--- src/rtl/owm_pkg.sv ---
package owm_pkg;

    typedef enum logic [2:0] {
        S_IDLE,
        S_RST_LOW,
        S_PRES_WIN,
        S_SLOT_LOW,
        S_SLOT_REL,
        S_RECOV
    } owm_state_e;

    typedef enum logic [1:0] {
        OP_RST,
        OP_W0,
        OP_W1
    } owm_op_e;

endpackage

--- src/rtl/owm_prescaler.sv ---
module owm_prescaler #(
    parameter int DIV_W = 8
) (
    input  logic             clk,
    input  logic             rst_n,
    input  logic             clr,
    input  logic [DIV_W-1:0] div_i,
    output logic             tick
);
    logic [DIV_W-1:0] cnt_q;

    assign tick = (cnt_q == div_i);

    always_ff @(posedge clk or negedge rst_n) begin
        if (!rst_n)
            cnt_q <= '0;
        else if (clr || tick)
            cnt_q <= '0;
        else
            cnt_q <= cnt_q + 1'b1;
    end

    // with N above one, ticks are separated by idle cycles
    a_r2_tick_spacing: assert property (@(posedge clk) disable iff (!rst_n)
        tick |=> (!tick || div_i == '0));

endmodule

--- src/rtl/owm_sequencer.sv ---
module owm_sequencer
    import owm_pkg::*;
#(
    parameter int T_RST_LOW  = 511,
    parameter int T_PRES_WIN = 512,
    parameter int T_PRES_SMP = 70,
    parameter int T_SLOT     = 60,
    parameter int T_W1_LOW   = 5,
    parameter int T_RD_SMP   = 15,
    parameter int T_RECOV    = 5
) (
    input  logic clk,
    input  logic rst_n,
    input  logic clr,
    input  logic tick,
    input  logic start_rst,
    input  logic start_w0,
    input  logic start_w1,
    input  logic bus_in,
    output logic idle,
    output logic bus_pull,
    output logic busy_rst,
    output logic busy_w0,
    output logic busy_w1,
    output logic presence,
    output logic rd_bit
);
    localparam int MAX_T = (T_PRES_WIN > T_RST_LOW) ? T_PRES_WIN : T_RST_LOW;
    localparam int US_W  = $clog2(MAX_T + 1);
    localparam logic [US_W-1:0] RST_LAST  = US_W'(T_RST_LOW - 1);
    localparam logic [US_W-1:0] WIN_LAST  = US_W'(T_PRES_WIN - 1);
    localparam logic [US_W-1:0] PRES_AT   = US_W'(T_PRES_SMP - 1);
    localparam logic [US_W-1:0] SLOT_LAST = US_W'(T_SLOT - 1);
    localparam logic [US_W-1:0] W1_LAST   = US_W'(T_W1_LOW - 1);
    localparam logic [US_W-1:0] RD_AT     = US_W'(T_RD_SMP - 1);
    localparam logic [US_W-1:0] REC_LAST  = US_W'(T_RECOV - 1);

    owm_state_e      st_q, st_n;
    owm_op_e         op_q, op_n;
    logic [US_W-1:0] us_q, us_n;
    logic            pres_q, pres_n, rd_q, rd_n;

    // state register
    always_ff @(posedge clk or negedge rst_n) begin
        if (!rst_n) begin
            st_q   <= S_IDLE;
            op_q   <= OP_RST;
            us_q   <= '0;
            pres_q <= 1'b0;
            rd_q   <= 1'b0;
        end else begin
            st_q   <= st_n;
            op_q   <= op_n;
            us_q   <= us_n;
            pres_q <= pres_n;
            rd_q   <= rd_n;
        end
    end

    // next-state and sampling
    always_comb begin
        st_n   = st_q;
        op_n   = op_q;
        us_n   = us_q;
        pres_n = pres_q;
        rd_n   = rd_q;
        unique case (st_q)
            S_IDLE: begin
                us_n = '0;
                if (start_rst) begin
                    st_n = S_RST_LOW;
                    op_n = OP_RST;
                end else if (start_w0) begin
                    st_n = S_SLOT_LOW;
                    op_n = OP_W0;
                end else if (start_w1) begin
                    st_n = S_SLOT_LOW;
                    op_n = OP_W1;
                end
            end
            S_RST_LOW: if (tick) begin
                if (us_q == RST_LAST) begin
                    st_n = S_PRES_WIN;
                    us_n = '0;
                end else
                    us_n = us_q + 1'b1;
            end
            S_PRES_WIN: if (tick) begin
                if (us_q == PRES_AT)
                    pres_n = ~bus_in;
                if (us_q == WIN_LAST) begin
                    st_n = S_IDLE;
                    us_n = '0;
                end else
                    us_n = us_q + 1'b1;
            end
            S_SLOT_LOW: if (tick) begin
                if (op_q == OP_W0 && us_q == SLOT_LAST) begin
                    st_n = S_RECOV;
                    us_n = '0;
                end else begin
                    if (op_q != OP_W0 && us_q == W1_LAST)
                        st_n = S_SLOT_REL;
                    us_n = us_q + 1'b1;
                end
            end
            S_SLOT_REL: if (tick) begin
                if (us_q == RD_AT)
                    rd_n = bus_in;
                if (us_q == SLOT_LAST) begin
                    st_n = S_RECOV;
                    us_n = '0;
                end else
                    us_n = us_q + 1'b1;
            end
            S_RECOV: if (tick) begin
                if (us_q == REC_LAST) begin
                    st_n = S_IDLE;
                    us_n = '0;
                end else
                    us_n = us_q + 1'b1;
            end
            default: st_n = S_IDLE;
        endcase
        if (clr) begin
            st_n   = S_IDLE;
            op_n   = OP_RST;
            us_n   = '0;
            pres_n = 1'b0;
            rd_n   = 1'b0;
        end
    end

    // outputs
    always_comb begin
        idle     = (st_q == S_IDLE);
        bus_pull = ~clr & ((st_q == S_RST_LOW) || (st_q == S_SLOT_LOW));
        busy_rst = (st_q == S_RST_LOW) || (st_q == S_PRES_WIN);
        busy_w0  = !idle && !busy_rst && (op_q == OP_W0);
        busy_w1  = !idle && !busy_rst && (op_q == OP_W1);
        presence = pres_q;
        rd_bit   = rd_q;
    end

    // presence holds still outside reset sequences and soft reset
    a_r4_presence_hold: assert property (@(posedge clk) disable iff (!rst_n)
        (!busy_rst && !$past(busy_rst) && !clr && !$past(clr)) |-> $stable(pres_q));

    // phase counter never passes the longest phase
    a_r3_counter_bound: assert property (@(posedge clk) disable iff (!rst_n)
        us_q <= US_W'(MAX_T));

endmodule

--- src/rtl/onewire_master.sv ---
module onewire_master
    import owm_pkg::*;
#(
    parameter int DIV_W      = 8,
    parameter int T_RST_LOW  = 511,
    parameter int T_PRES_WIN = 512,
    parameter int T_PRES_SMP = 70,
    parameter int T_SLOT     = 60,
    parameter int T_W1_LOW   = 5,
    parameter int T_RD_SMP   = 15,
    parameter int T_RECOV    = 5
) (
    input  logic       clk,
    input  logic       rst_n,
    input  logic [2:0] addr,
    input  logic       wr_en,
    input  logic [7:0] wdata,
    output logic [7:0] rdata,
    output logic       bus_pull,
    input  logic       bus_in
);
    localparam logic [2:0] A_CTRL = 3'h0;
    localparam logic [2:0] A_DIV  = 3'h2;
    localparam logic [2:0] A_SRST = 3'h4;

    logic [DIV_W-1:0] div_q;
    logic             srst_q;
    logic             ctl_wr, st_rst, st_w0, st_w1, pre_clr, tick, idle;
    logic             busy_rst, busy_w0, busy_w1, presence, rd_bit;

    always_ff @(posedge clk or negedge rst_n) begin
        if (!rst_n) begin
            div_q  <= '0;
            srst_q <= 1'b0;
        end else if (wr_en) begin
            if (addr == A_DIV)
                div_q <= DIV_W'(wdata);
            if (addr == A_SRST)
                srst_q <= wdata[0];
        end
    end

    always_comb begin
        ctl_wr  = wr_en && (addr == A_CTRL) && !srst_q;
        st_rst  = ctl_wr && wdata[7];
        st_w0   = ctl_wr && !wdata[7] && wdata[5];
        st_w1   = ctl_wr && !wdata[7] && !wdata[5] && wdata[4];
        pre_clr = srst_q || (idle && (st_rst || st_w0 || st_w1));
    end

    always_comb begin
        case (addr)
            A_CTRL:  rdata = srst_q ? 8'h00 :
                             {busy_rst, presence, busy_w0, busy_w1, rd_bit, 3'b000};
            A_DIV:   rdata = 8'(div_q);
            A_SRST:  rdata = {7'b0, srst_q};
            default: rdata = 8'h00;
        endcase
    end

    owm_prescaler #(.DIV_W(DIV_W)) u_pre (
        .clk   (clk),
        .rst_n (rst_n),
        .clr   (pre_clr),
        .div_i (div_q),
        .tick  (tick)
    );

    owm_sequencer #(
        .T_RST_LOW (T_RST_LOW), .T_PRES_WIN(T_PRES_WIN), .T_PRES_SMP(T_PRES_SMP),
        .T_SLOT    (T_SLOT),    .T_W1_LOW  (T_W1_LOW),   .T_RD_SMP  (T_RD_SMP),
        .T_RECOV   (T_RECOV)
    ) u_seq (
        .clk       (clk),
        .rst_n     (rst_n),
        .clr       (srst_q),
        .tick      (tick),
        .start_rst (st_rst),
        .start_w0  (st_w0),
        .start_w1  (st_w1),
        .bus_in    (bus_in),
        .idle      (idle),
        .bus_pull  (bus_pull),
        .busy_rst  (busy_rst),
        .busy_w0   (busy_w0),
        .busy_w1   (busy_w1),
        .presence  (presence),
        .rd_bit    (rd_bit)
    );

    // a single sequence runs at a time
    a_r8_one_busy: assert property (@(posedge clk) disable iff (!rst_n)
        $onehot0({busy_rst, busy_w0, busy_w1}));

    // soft reset keeps the bus released
    a_r9_srst_release: assert property (@(posedge clk) disable iff (!rst_n)
        srst_q |-> !bus_pull);

    // a command write while busy starts nothing new
    a_r7_busy_hold: assert property (@(posedge clk) disable iff (!rst_n)
        (busy_w1 && ctl_wr) |=> !busy_rst);

endmodule

--- config.mk ---
export PLATFORM = sky130hd
export DESIGN_NAME = onewire_master
export DESIGN_NICKNAME = d
export VERILOG_FILES = /design/src/rtl/owm_pkg.sv /design/src/rtl/owm_prescaler.sv /design/src/rtl/owm_sequencer.sv /design/src/rtl/onewire_master.sv
export SDC_FILE = /design/constraint.sdc
export NUM_CORES = 1
export LEC_CHECK = 0
export BUFFER_PORTS_ARGS = -buffer_cell sky130_fd_sc_hd__buf_2
export CORE_ASPECT_RATIO = 0.9
export CORE_MARGIN = 5
export CORE_UTILIZATION = 30
export CTS_BUF_LIST = sky130_fd_sc_hd__clkbuf_8
export DETAILED_ROUTE_END_ITERATION = 10
export PLACE_DENSITY = 0.45
export SLEW_MARGIN = 40
export SYNTH_ARGS = -nofsm -noshare
export SYNTH_HDL_FRONTEND = slang
export SYNTH_SLANG_ARGS = --single-unit
--- constraint.sdc ---
create_clock -name clk -period 4.1 [get_ports clk]
set_input_delay 0.82 -clock clk [delete_from_list [all_inputs] [get_ports clk]]
set_output_delay 0.82 -clock clk [all_outputs]
set_load 0.02 [all_outputs]
==> results.txt <==
CTS Root Cell: clkbuf_8
Slowest CP cell: nor4_1
Post-synth top area share: 39.3%
Status: finished, final reports clean
Synth top cells by count: dfrtp_1 (34), nor2_1 (18), nand2_1 (15)
Die area: 9010 um^2
Tot GR Track Use: 12.6%
Critical Path Sink Type: primary output
Post-route DRC: 0
Final total power: 0.00114 W
Period Utilization, post-route: 68.1%
Mean Syn Cell Area: 9.37 um^2
Leading area contributor after synthesis: dfrtp_1
PortBufs: 23
Die W: 99.5 um
Max Cap Viol: 0
FMAX: 0.358 GHz
Initial DRC count: 84
Final setup fails: 0
Critical Path Start Type: input port
Clk_lat worst skew: 0.29 ns
Sw Ratio: 39.8%
Leak: 1.14 nW
Most common cell in the synthesized netlist: dfrtp_1
Top cells by area, synth: dfrtp_1 (39%), xor2_1 (5.3%), mux2_2 (4.2%)
Post-synth EDFFs: 0
CP max stage delay: 0.28 ns
Nets@finish: 274
Placer Congestion: 0.777
Grt ovf: 0
Drt wl/cell: 15.5 um
Setup TNS Final: 0 ns
Unique masters post-synth: 50
Diodes inserted: 0
Io pins: 24
Cell Pwr Density: 464 nW/um^2
Area of the mapped netlist: 2160 um^2
Pre-CTS setup slack: 1.31 ns
Vias in the first global route: 1786
Die extent in y: 90.6 um
Pre-Repair DR Iteration Count: 4
Maximum fanout along the worst path: 12
Sequential share of power: 42.5%
CP Cell Sequence: buf_2, nor4_1, buf_4, nor2b_1, a32o_1, buf_2
Crit path time final: 2.79 ns
Core area: 7040 um^2
Max_slew headroom: 60.9%
Max H-tree Level: 2
Maximum clock path buffer count: 2
TritonCTS clock tree: done
Syn_nets: 251
Layout cells sized above 1: 16.1%
CTS clock-pin slew for the worst setup and hold paths: 0.08 ns
Initial core utilization: 30.7%
Final Hold Fails: 0
Number of CTS-inserted buffers: 5
Post-CTS sizing: 0
Worst-Margin Slew: 0.586 ns
Largest net degree at the start of global routing: 35
Number of synthesized register bits: 34
Total of warnings raised by yosys: 0
WS Path Type: in -> out
HP Class: in -> async
Via count: 1782
Initial antenna violation count: 0
First-pass GRT wire length: 9220 um
Top_reg_cell synth: dfrtp_1
ANT nets after route: 0
Synth Instances: 231
Area delta synth->final: 13.5%
Via-to-Cell Ratio: 5.12
Final wirelength: 5400 um
Sw Pwr: 0.000453 W
RSZ-0062 raised after global routing: false
Clock power share: 22.4%
Post-synthesis sequential area ratio: 39.3%
Clock Skews: 0.00822 ns
Crit path top cell by count: buf_2
Hold buffer count at CTS: 0
Comb pwr share: 35.0%
Postcts setup bufs: 0
Detailed Place HPWL: 4040 um
CP arrival: 1.97 ns
Worst vdd ir: 0.210 mV
Power Internal: 0.000687 W
Post-synth ARST share: 100%
Critical Path RT: 3.28 ns
Final Max Slew Viols: 0
Final setup margin: 1.31 ns
# rows: 29
CTS sink count: 34
## sequential cells by signal (all words and copies together) (netlist names)
register	count
u_seq.us_q	10
div_q	8
u_pre.cnt_q	8
u_seq.st_q	3
u_seq.op_q	2
srst_q	1
u_seq.presence	1
u_seq.rd_bit	1
## cell families (layout without fill, tap and decap cells)
family / Yosys count / after routing / share of synthesized area, %
AO/OA/AOI/OAI: 51 / 51 / 16.7
adder cells (fa/ha/maj): 5 / 5 / 2.89
buffers and inverters: 14 / 38 / 2.95
AND/OR/NAND/NOR: 103 / 103 / 27.5
multiplexers: 9 / 9 / 4.63
XOR/XNOR: 15 / 15 / 6.07
flip-flops: 34 / 34 / 39.3
## cells in the final DEF, fill, tap and decap left out, types with 5 or more instances in the layout
master    instances
nor3_1            9
nor4_1            6
ha_1              5
nor2b_1           6
nand3_1           9
mux2_2            8
a22o_1           10
inv_1             7
and3_1            9
buf_2            22
o21ai_0          13
and2_1            5
clkbuf_8          6
nor2_1           18
a21oi_1           7
nand3b_1          5
xor2_1           13
dfrtp_1          34
nand2_1          15
## routing by layer
layer	track usage, %	vias to the layer above	part of all wire, %
met4	3.41	0	0.83
met5	0	-	0
li1	-	905	-
met2	17.8	26	42
met1	19.4	847	55
met3	2.39	4	2.9
## critical path, delay by kind of cell
| kind | cells | cell delay, ns |
|---|---|---|
| AND/OR/NAND/NOR | 2 | 0.46 |
| AO/OA/AOI/OAI | 1 | 0.19 |
| buffers and inverters | 3 | 0.51 |
## worst paths after layout
path / endpoint / depth (start not counted) / start / slack, ns
worst max-delay path: rdata[4] / 6 / addr[1] / 1.31
worst min-delay path: u_seq.op_q[0] / 1 / rst_n / 0.48
worst max register to register: u_seq.us_q[4] / 8 / u_seq.us_q[0] / 1.73
worst min register to register: u_seq.rd_bit / 2 / u_seq.rd_bit / 0.54
max in group asynchronous: u_pre.cnt_q[7] / 1 / rst_n / 3.30
min in group clk: u_seq.rd_bit / 2 / u_seq.rd_bit / 0.54
## power groups by stage
stage               registers (W)  logic (W)  clock network (W)
finish                   0.000485   0.000400           0.000256
global route             0.000499   0.000461           0.000278
CTS                      0.000485   0.000404           0.000270
detailed placement       0.000492   0.000400                  0
global placement         0.000494   0.000403                  0
floorplan                0.000434   0.000347                  0
## through the flow
stage               area, um^2  std cells  utilization, %  hold slack, ns
CTS                       2450        348            34.8           0.553
floorplan                 2160        231               -           0.487
detailed placement        2360        340            33.5           0.537
global route              2450        348            34.9           0.524
global placement          2360        340            33.5           0.534
finish                    2450        348            34.9           0.483
## final cells by class
class / instances / area, um^2
Sequential cell: 34 / 851
Tap cell: 93 / 116
Inverter: 6 / 22.5
Fill cell: 765 / 4580
Timing Repair Buffer: 24 / 125
Clock inverter: 2 / 8.76
Clock buffer: 6 / 82.6
Multi-Input combinational cell: 183 / 1250
Note: power is estimated with default switching activity, not from simulation.
